<file path="src/rtl/stk_pkg.sv">
package stk_pkg;

    // Machine cycles of one stack instruction, in bus order
    typedef enum logic [1:0] {
        MC_OPC  = 2'd0,   // opcode fetch
        MC_PFX  = 2'd1,   // second code byte fetch
        MC_DAT1 = 2'd2,   // first data byte
        MC_DAT2 = 2'd3    // second data byte
    } mcyc_e;

    // T-states inside one machine cycle
    typedef enum logic [1:0] {
        TS_1 = 2'd0,
        TS_2 = 2'd1,
        TS_3 = 2'd2
    } tst_e;

    localparam int N_MCYC  = 4;
    localparam int N_TST   = 3;
    localparam int SEQ_LEN = N_MCYC * N_TST;

    typedef struct packed {
        logic  active;
        logic  is_pop;
        mcyc_e mc;
        tst_e  ts;
    } seq_state_t;

    // Internal active-high bus controls
    typedef struct packed {
        logic mreq;
        logic rd;
        logic wr;
        logic m1;
        logic oe;
    } bus_ctl_t;

    function automatic logic cyc_is_read(mcyc_e mc, logic is_pop);
        return (mc == MC_OPC) || (mc == MC_PFX) || is_pop;
    endfunction

    function automatic logic strobe_phase(tst_e ts);
        return ts != TS_1;
    endfunction

    function automatic mcyc_e mc_next(mcyc_e mc);
        return mcyc_e'(mc + 2'd1);
    endfunction

    function automatic tst_e ts_next(tst_e ts);
        return tst_e'(ts + 2'd1);
    endfunction

endpackage

</file>
<file path="src/rtl/stk_tgen.sv">
module stk_tgen
    import stk_pkg::*;
(
    input  logic       clk,
    input  logic       rst,
    input  logic       start_i,
    input  logic       pop_sel_i,
    output seq_state_t st_o,
    output logic       accept_o,
    output logic       end_mc_o,
    output logic       done_o
);

    seq_state_t st_q;
    logic       done_q;

    assign accept_o = !st_q.active && start_i;
    assign end_mc_o = st_q.active && (st_q.ts == TS_3);

    always_ff @(posedge clk) begin
        if (rst) begin
            st_q.active <= 1'b0;
            st_q.is_pop <= 1'b0;
            st_q.mc     <= MC_OPC;
            st_q.ts     <= TS_1;
            done_q      <= 1'b0;
        end else begin
            done_q <= 1'b0;
            if (accept_o) begin
                st_q.active <= 1'b1;
                st_q.is_pop <= pop_sel_i;
                st_q.mc     <= MC_OPC;
                st_q.ts     <= TS_1;
            end else if (end_mc_o) begin
                st_q.ts <= TS_1;
                if (st_q.mc == MC_DAT2) begin
                    st_q.active <= 1'b0;
                    st_q.mc     <= MC_OPC;
                    done_q      <= 1'b1;
                end else begin
                    st_q.mc <= mc_next(st_q.mc);
                end
            end else if (st_q.active) begin
                st_q.ts <= ts_next(st_q.ts);
            end
        end
    end

    assign st_o   = st_q;
    assign done_o = done_q;

endmodule

</file>
<file path="src/rtl/stk_spu.sv">
module stk_spu
    import stk_pkg::*;
#(
    parameter int              ADDR_W  = 16,
    parameter logic [ADDR_W-1:0] SP_INIT = '0
) (
    input  logic              clk,
    input  logic              rst,
    input  logic              active_i,
    input  logic              is_pop_i,
    input  mcyc_e             mc_i,
    input  logic              accept_i,
    input  logic              end_mc_i,
    input  logic [ADDR_W-1:0] fetch_addr_i,
    output logic [ADDR_W-1:0] sp_o,
    output logic [ADDR_W-1:0] addr_o
);

    localparam logic [ADDR_W-1:0] ONE = ADDR_W'(1);
    localparam logic [ADDR_W-1:0] TWO = ADDR_W'(2);

    logic [ADDR_W-1:0] sp_q;
    logic [ADDR_W-1:0] fa_q;
    logic              pre_dec;
    logic              post_inc;

    // Push lowers SP when entering each data cycle; pop adds two at the end
    assign pre_dec  = end_mc_i && !is_pop_i && ((mc_i == MC_PFX) || (mc_i == MC_DAT1));
    assign post_inc = end_mc_i &&  is_pop_i &&  (mc_i == MC_DAT2);

    always_ff @(posedge clk) begin
        if (rst) begin
            sp_q <= SP_INIT;
            fa_q <= '0;
        end else begin
            if (accept_i)
                fa_q <= fetch_addr_i;
            if (pre_dec)
                sp_q <= sp_q - ONE;
            else if (post_inc)
                sp_q <= sp_q + TWO;
        end
    end

    always_comb begin
        addr_o = '0;
        if (active_i) begin
            unique case (mc_i)
                MC_OPC:  addr_o = fa_q;
                MC_PFX:  addr_o = fa_q + ONE;
                MC_DAT1: addr_o = sp_q;
                MC_DAT2: addr_o = is_pop_i ? (sp_q + ONE) : sp_q;
                default: addr_o = '0;
            endcase
        end
    end

    assign sp_o = sp_q;

endmodule

</file>
<file path="src/rtl/stk_bus.sv">
module stk_bus
    import stk_pkg::*;
#(
    parameter int DATA_W = 8,
    localparam int WORD_W = 2 * DATA_W
) (
    input  logic              clk,
    input  logic              rst,
    input  seq_state_t        st_i,
    input  logic              accept_i,
    input  logic              end_mc_i,
    input  logic [WORD_W-1:0] reg_val_i,
    input  logic [DATA_W-1:0] din_i,
    output bus_ctl_t          ctl_o,
    output logic [DATA_W-1:0] dout_o,
    output logic [WORD_W-1:0] pop_word_o
);

    logic [WORD_W-1:0] val_q;
    logic [DATA_W-1:0] lo_q;
    logic [WORD_W-1:0] word_q;
    logic              rd_cyc;
    logic              strobe;

    assign rd_cyc = cyc_is_read(st_i.mc, st_i.is_pop);
    assign strobe = st_i.active && strobe_phase(st_i.ts);

    always_comb begin
        ctl_o.mreq = strobe;
        ctl_o.rd   = strobe && rd_cyc;
        ctl_o.wr   = strobe && !rd_cyc;
        ctl_o.m1   = st_i.active && (st_i.mc == MC_OPC);
        ctl_o.oe   = st_i.active && !rd_cyc;
    end

    always_comb begin
        dout_o = '0;
        if (ctl_o.oe)
            dout_o = (st_i.mc == MC_DAT1) ? val_q[WORD_W-1:DATA_W] : val_q[DATA_W-1:0];
    end

    always_ff @(posedge clk) begin
        if (rst) begin
            val_q  <= '0;
            lo_q   <= '0;
            word_q <= '0;
        end else begin
            if (accept_i)
                val_q <= reg_val_i;
            if (end_mc_i && st_i.is_pop) begin
                if (st_i.mc == MC_DAT1)
                    lo_q <= din_i;
                else if (st_i.mc == MC_DAT2)
                    word_q <= {din_i, lo_q};
            end
        end
    end

    assign pop_word_o = word_q;

endmodule

</file>
<file path="src/rtl/stk_xfer_seq.sv">
module stk_xfer_seq
    import stk_pkg::*;
#(
    parameter int                ADDR_W  = 16,
    parameter int                DATA_W  = 8,
    parameter logic [ADDR_W-1:0] SP_INIT = '0
) (
    input  logic                  clk,
    input  logic                  rst,
    input  logic                  start_i,
    input  logic                  pop_sel_i,
    input  logic [2*DATA_W-1:0]   reg_val_i,
    input  logic [ADDR_W-1:0]     fetch_addr_i,
    input  logic [DATA_W-1:0]     din_i,
    output logic [ADDR_W-1:0]     addr_o,
    output logic [DATA_W-1:0]     dout_o,
    output logic                  dout_oe_o,
    output logic                  mreq_n_o,
    output logic                  rd_n_o,
    output logic                  wr_n_o,
    output logic                  m1_n_o,
    output logic                  busy_o,
    output logic                  done_o,
    output logic [2*DATA_W-1:0]   pop_word_o,
    output logic [ADDR_W-1:0]     sp_o
);

    seq_state_t st;
    bus_ctl_t   ctl;
    logic       accept;
    logic       end_mc;

    stk_tgen u_tgen (
        .clk       (clk),
        .rst       (rst),
        .start_i   (start_i),
        .pop_sel_i (pop_sel_i),
        .st_o      (st),
        .accept_o  (accept),
        .end_mc_o  (end_mc),
        .done_o    (done_o)
    );

    stk_spu #(.ADDR_W(ADDR_W), .SP_INIT(SP_INIT)) u_spu (
        .clk          (clk),
        .rst          (rst),
        .active_i     (st.active),
        .is_pop_i     (st.is_pop),
        .mc_i         (st.mc),
        .accept_i     (accept),
        .end_mc_i     (end_mc),
        .fetch_addr_i (fetch_addr_i),
        .sp_o         (sp_o),
        .addr_o       (addr_o)
    );

    stk_bus #(.DATA_W(DATA_W)) u_bus (
        .clk        (clk),
        .rst        (rst),
        .st_i       (st),
        .accept_i   (accept),
        .end_mc_i   (end_mc),
        .reg_val_i  (reg_val_i),
        .din_i      (din_i),
        .ctl_o      (ctl),
        .dout_o     (dout_o),
        .pop_word_o (pop_word_o)
    );

    assign mreq_n_o  = !ctl.mreq;
    assign rd_n_o    = !ctl.rd;
    assign wr_n_o    = !ctl.wr;
    assign m1_n_o    = !ctl.m1;
    assign dout_oe_o = ctl.oe;
    assign busy_o    = st.active;

endmodule

</file>
<file path="config.mk">
export PLATFORM = sky130hd
export DESIGN_NAME = stk_xfer_seq
export DESIGN_NICKNAME = d
export VERILOG_FILES = /design/src/rtl/stk_pkg.sv /design/src/rtl/stk_tgen.sv /design/src/rtl/stk_spu.sv /design/src/rtl/stk_bus.sv /design/src/rtl/stk_xfer_seq.sv
export SDC_FILE = /design/constraint.sdc
export NUM_CORES = 1
export LEC_CHECK = 0
export CAP_MARGIN = 20
export CORE_ASPECT_RATIO = 1.2
export CORE_MARGIN = 3
export CORE_UTILIZATION = 50
export DETAILED_ROUTE_END_ITERATION = 12
export MAX_ROUTING_LAYER = met4
export PLACE_DENSITY = 0.81
export SYNTH_ARGS = -nofsm -noshare
export SYNTH_HDL_FRONTEND = slang
export SYNTH_SLANG_ARGS = --single-unit
</file>
<file path="constraint.sdc">
create_clock -name clk -period 2.6 [get_ports clk]
set_clock_uncertainty 0.1 [all_clocks]
set_input_delay 0.26 -clock clk [delete_from_list [all_inputs] [get_ports clk]]
set_output_delay 0.26 -clock clk [all_outputs]
set_load 0.01 [all_outputs]
</file>
=== Word-level counts from Yosys, hierarchy flattened ===
Index checks and enable logic that the tools add are counted.

* $lt $le $gt $ge: 0
* $mul: 0
* Reduce and logical (&&, ||, !) cells: 32
* Divide/modulo/power cells: 0
* Equal/unequal tests: 4
* Multiplexer cells: 12
* Add/subtract/negate cells: 6
* Bitwise operators: 2
* Shifts and indexed selects: 0

{| class="wikitable"
|+ Operator list
! cell !! number
|-
| two-way mux 16 bit || 4
|-
| case mux 16 bit (4 select lines) || 1
|-
| adder 16 x 1 -> 16 bit, second input constant || 2
|-
| adder 16 x 2 -> 16 bit, second input constant || 1
|-
| two-way mux 8 bit || 2
|-
| subtractor 16 x 1 -> 16 bit, second input constant || 1
|-
| logical AND 1 bit || 11
|-
| nonzero test 2 bit || 4
|-
| logical NOT 1 bit || 7
|-
| == test 2 bit, second input constant || 3
|-
| OR reduction 3 bit || 2
|-
| adder 2 x 1 -> 2 bit, second input constant || 2
|-
| two-way mux 1 bit || 4
|-
| AND reduction 2 bit || 2
|-
| logical OR 1 bit || 3
|-
| AND reduction 3 bit || 1
|-
| == test 2 x 1 -> 1 bit, second input constant || 1
|-
| logical NOT 2 bit || 1
|-
| two-way mux 2 bit || 1
|-
| NOT 1 bit || 2
|-
| OR reduction 2 bit || 1
|}

* Output and inout bits: 63
* RAM bits: 0
* Logic and storage cells: 66
* Memories kept: 0
* Latch bits: 0
* Bits in registers: 79
* Input port bits: 44
* ROM bits: 0

=== Depth between registers and ports, before layout ===
* Depth in word-level cells: 6
* Gate-level depth with buffers: 8
* Mapped depth without buffers: 7

=== Modules after synthesis ===
A second synthesis with hierarchy kept.

* Cell total of the unflattened synthesis: 597
* Area total of the unflattened synthesis: 4565.6 µm²

{| class="wikitable"
|+ By module, submodules not included
! module !! seq. area each (µm²) !! cells an instance !! instances !! area an instance (µm²)
|-
| stk_spu || 640.6 || 366 || 1 || 2652.5
|-
| stk_bus || 800.8 || 195 || 1 || 1580.3
|-
| stk_tgen || 140.1 || 32 || 1 || 317.8
|-
| stk_xfer_seq || 0.0 || 4 || 1 || 15.0
|}

=== Worst setup path before layout ===
Ideal clock, no wire load.

* Path type: register -> output
* Start point: register u_spu.sp_q[1], in the netlist u_spu.sp_o[1]
* End point: output addr_o[8]
* Arrival: 2.065 ns
* Buffers on the path: 0
* Slack: 0.175 ns
* Stages on the path, launching flop included: 7
* Data required time: 2.240 ns
* Path through: dfxtp_1 -> ha_1 -> nand3_1 -> nor3_1 -> xor2_1 -> a21oi_1 -> a2111oi_0

* Word-level cells in the longest chain between the ends: 4

{| class="wikitable"
|+ Ends and longest elaborated chain
! what !! RTL line !! source
|-
| start, declared || stk_spu.sv:22 || <nowiki>logic [ADDR_W-1:0] sp_q;</nowiki>
|-
| start signal, assigned || stk_spu.sv:39 || <nowiki>sp_q <= sp_q - ONE;</nowiki>
|-
| start signal, assigned || stk_spu.sv:41 || <nowiki>sp_q <= sp_q + TWO;</nowiki>
|-
| adder 16 x 1 -> 16 bit || stk_spu.sv:52 || <nowiki>MC_DAT2: addr_o = is_pop_i ? (sp_q + ONE) : sp_q;</nowiki>
|-
| two-way mux 16 bit || stk_spu.sv:52 ||
|-
| case mux 16 bit (4 select lines) || stk_spu.sv:48 || <nowiki>unique case (mc_i)</nowiki>
|-
| two-way mux 16 bit || stk_spu.sv:47 || <nowiki>if (active_i) begin</nowiki>
|-
| end, declared || stk_xfer_seq.sv:15 || <nowiki>output logic [ADDR_W-1:0] addr_o,</nowiki>
|}

No other way between the ends.

=== Worst setup path after layout ===
* Start point: register u_spu.sp_q[1], in the netlist u_spu.sp_o[1]
* End point: output addr_o[10]

Same word-level chain as after synthesis.

==> metrics.txt <==
cell area after synthesis 4490 um2; H-Tree Depth 3; CP cell instances ha_2 > nand3_4 > buf_6 > o31ai_1 > nand3b_1 > o21ai_1 > a31oi_1 > dlygate4sd2_1; dpl hpwl 10.1 mm; Worst Setup Slack, final -0.0392 ns; final antenna-violating net count 0; count of final hold-check violations 0; design area 6640 um2; fin nets 778; met1 Use GR 0.333; Syn Inst Count 567; Layout fillers 610; top cell type by total area after synthesis dfxtp_1; RSZ-0062 raised after global routing yes; FMAX 0.379 GHz; Initial DRC Count 480; cts bufs inserted 9; share of cells above drive strength 1 0.247; ys flop type dfxtp_1; crit path kind flop to output pin; syn avg cell area 7.92 um2; RR Startpoint u_spu.sp_o[2]; VDD IR max 0.270 mV; clock buffer depth 2; GRT busiest layer met2; die width 92.5 um; Post-synth ARST share 0; global-route wire length before repair 22.2 mm; HP Class flop to flop; Slew headroom 0.594; fin. max-slew vios 0; met2 Use GR 0.458; Die ar. 10200 um2; cell family with most CP delay compound AO/OA/AOI/OAI gates; failing checks setup timing; Crit path arrival time 2.28 ns; LEAKAGE 0.00259 uW; status complete, but fails checks; Crit-path slowest cell dfxtp_4; antenna violations before repair 0; Core Footprint 8660 um2; EDFF count, synth 0; Yosys warnings 0; total wire length 14.3 mm; area of placed instances 6080 um2; Worst EP required 2.24 ns; vias in the first global route 4713; fin crit period 2.64 ns; critical path endpoint category output pin; P&R area growth vs syn 47.9%; DRT Pass-1 Iters 5; I/O pin count 107; Tcrit/Tclk final 1.02; CTS Sinks 79; Hold Startpoint u_bus.lo_q[6]; CTS clk-pin slew, worst paths 0.08 ns; port bufs 106; CTS tree done; Clock Latency Late Sink 0.36 ns; Worst Tran Pin Value 0.607 ns; worst path buffer plus inverter count 2; Initial Utilization 0.518; Max-Cap Viols 0; syn nets 624; DRC viols 0; ranking of synthesized cells by area dfxtp_1 (35%), nand2_1 (7.4%), a21oi_1 (5.6%); final setup vio count 2; total power 2560 uW; top cell type's share of synthesized area 0.352; Seq/Total Area, Yosys 0.352; Power Density 386 nW/um2; crit path from u_spu.sp_o[1]; Placed Cells 817; root buffer cell clkbuf_8; crit-path max cell delay 0.37 ns; Cell Count, Final, Fillers Out 843; Vias 5023; vias per inst 5.96; All-Layer GR Usage 0.277; routed len/inst 16.9 um; ant diodes 0; Startpoint Class flop; GPL Wtd Cong 0.940; largest net degree at the start of global routing 46; crit-path max FO 6; met3 Use GR 0.0376; grt ovf 0; Yosys cell types 65; row count 37; Yosys reg bits 79; Post-Route Utilization 0.767; die height 110 um
-- layer usage --
metal	up-vias	routed length (um)
li1	2351	-
met3	43	1060
met1	2332	5810
met2	297	6980
met5	-	0
met4	0	413
-- worst reg2reg max path: stages, from the launching register on --
cell and delay (ns):
dfxtp_2 0.36, buf_4 0.13, buf_4 0.16, inv_1 0.09, ha_1 0.18, a21boi_0 0.44
nor4b_2 0.35, a21boi_1 0.17, or3_1 0.38, a21oi_1 0.15
-- sequential cells by signal, summed over array words and instances, names as in the netlist --
name / cells
u_bus.pop_word_o: 16
u_spu.fa_q: 16
u_spu.sp_o: 16
u_bus.val_q: 16
u_tgen.done_o: 1
u_tgen.st_o: 6
u_bus.lo_q: 8
-- stage by stage --
step	setup slack, ns	hold slack, ns	setup TNS (ns)
after floorplan	0.175	0.269	0
after global placement	-0.201	0.338	-0.201
after detailed placement	-0.223	0.347	-0.227
after CTS	-0.0370	0.336	-0.0370
after global routing	-0.130	0.377	-0.481
final	-0.0392	0.346	-0.0493
-- final cells by class --
cell class | count | area (um2) | share of cell area
Clock inverter | 6 | 90.1 | 0.0136
Timing Repair Buffer | 191 | 1710 | 0.258
Multi-Input combinational cell | 419 | 2860 | 0.431
Tap cell | 117 | 146 | 0.0221
Clock buffer | 10 | 128 | 0.0192
Inverter | 21 | 78.8 | 0.0119
Sequential cell | 79 | 1620 | 0.244
-- timing repair --
action                                  in CTS  in global routing
resized for setup                           82                 35
buffers inserted                             3                  7
endpoints found under the setup margin      26                 13
pin swaps                                   11                 16
hold buffers                                 0                  0
-- cell usage in the layout, fill, tap and decap left out, drive strengths merged, types with 5 or more instances in the layout --
| cell type | Yosys | final |
|---|---|---|
| nand2 | 88 | 88 |
| buf | 14 | 88 |
| clkdlybuf4s50 | 0 | 80 |
| dfxtp | 79 | 79 |
| a21oi | 50 | 50 |
| nor2 | 36 | 36 |
| o21ai | 29 | 29 |
| a22o | 27 | 27 |
| inv | 21 | 23 |
| dlygate4sd2 | 0 | 19 |
| nor3 | 18 | 18 |
| nand3 | 14 | 14 |
| nand4 | 14 | 14 |
| ha | 13 | 13 |
| mux2i | 12 | 12 |
| clkbuf | 34 | 12 |
| nor4 | 9 | 9 |
| xnor2 | 8 | 8 |
| a31oi | 8 | 8 |
| xor2 | 8 | 8 |
| a221oi | 8 | 8 |
| or3 | 7 | 7 |
| or2 | 5 | 5 |
| or4 | 5 | 5 |
-- kinds of logic (layout without fill, tap and decap cells) --
family                     Yosys count  in the layout  synth area share
muxes                               13             13            0.0293
xor gates and xnor gates            16             16            0.0312
AOI/OAI and AO/OA                  155            155             0.228
and+or+nand+nor                    222            222             0.255
DFF                                 79             79             0.352
adders and majority gates           13             13            0.0362
buffers and inverters               69            228            0.0677
-- path summary, 6_finish.rpt --
kind         slack, ns             endpoint  cells after the start
max              -0.04           addr_o[10]                      8
min               0.35  u_bus.pop_word_o[6]                      2
max reg2reg       0.05       u_spu.sp_o[15]                      9
min reg2reg       0.35  u_bus.pop_word_o[6]                      2
-- report_power, final --
part / internal (uW) / total [uW] / leakage (uW) / switching, uW
sequential: 1240 / 1270 / 0.000653 / 28.3
clock: 547 / 1030 / 0.000107 / 488
combinational: 138 / 260 / 0.00184 / 122
total: 1920 / 2560 / 0.00259 / 638
-- synthesized netlist by cell type (3+ instances only) --
master and n:
and4_1 4, dfxtp_1 79, inv_1 21, xnor2_1 8
nor2b_1 4, or4_1 4, o21ai_0 29, a31oi_1 8
nand2_1 88, mux2i_1 12, a22o_1 27, buf_6 3
nand2b_1 4, xor2_1 8, nand4_1 11, clkbuf_1 33
nor2_1 36, nor4_1 8, nor3_1 18, and3_1 3
buf_2 5, buf_4 4, nand3_1 13, or3_1 6
a21oi_1 50, or2_2 5, a221oi_1 8, o31ai_1 3
o41ai_1 4, ha_1 13, a21o_1 4
Note: power is estimated with default switching activity, not from simulation.
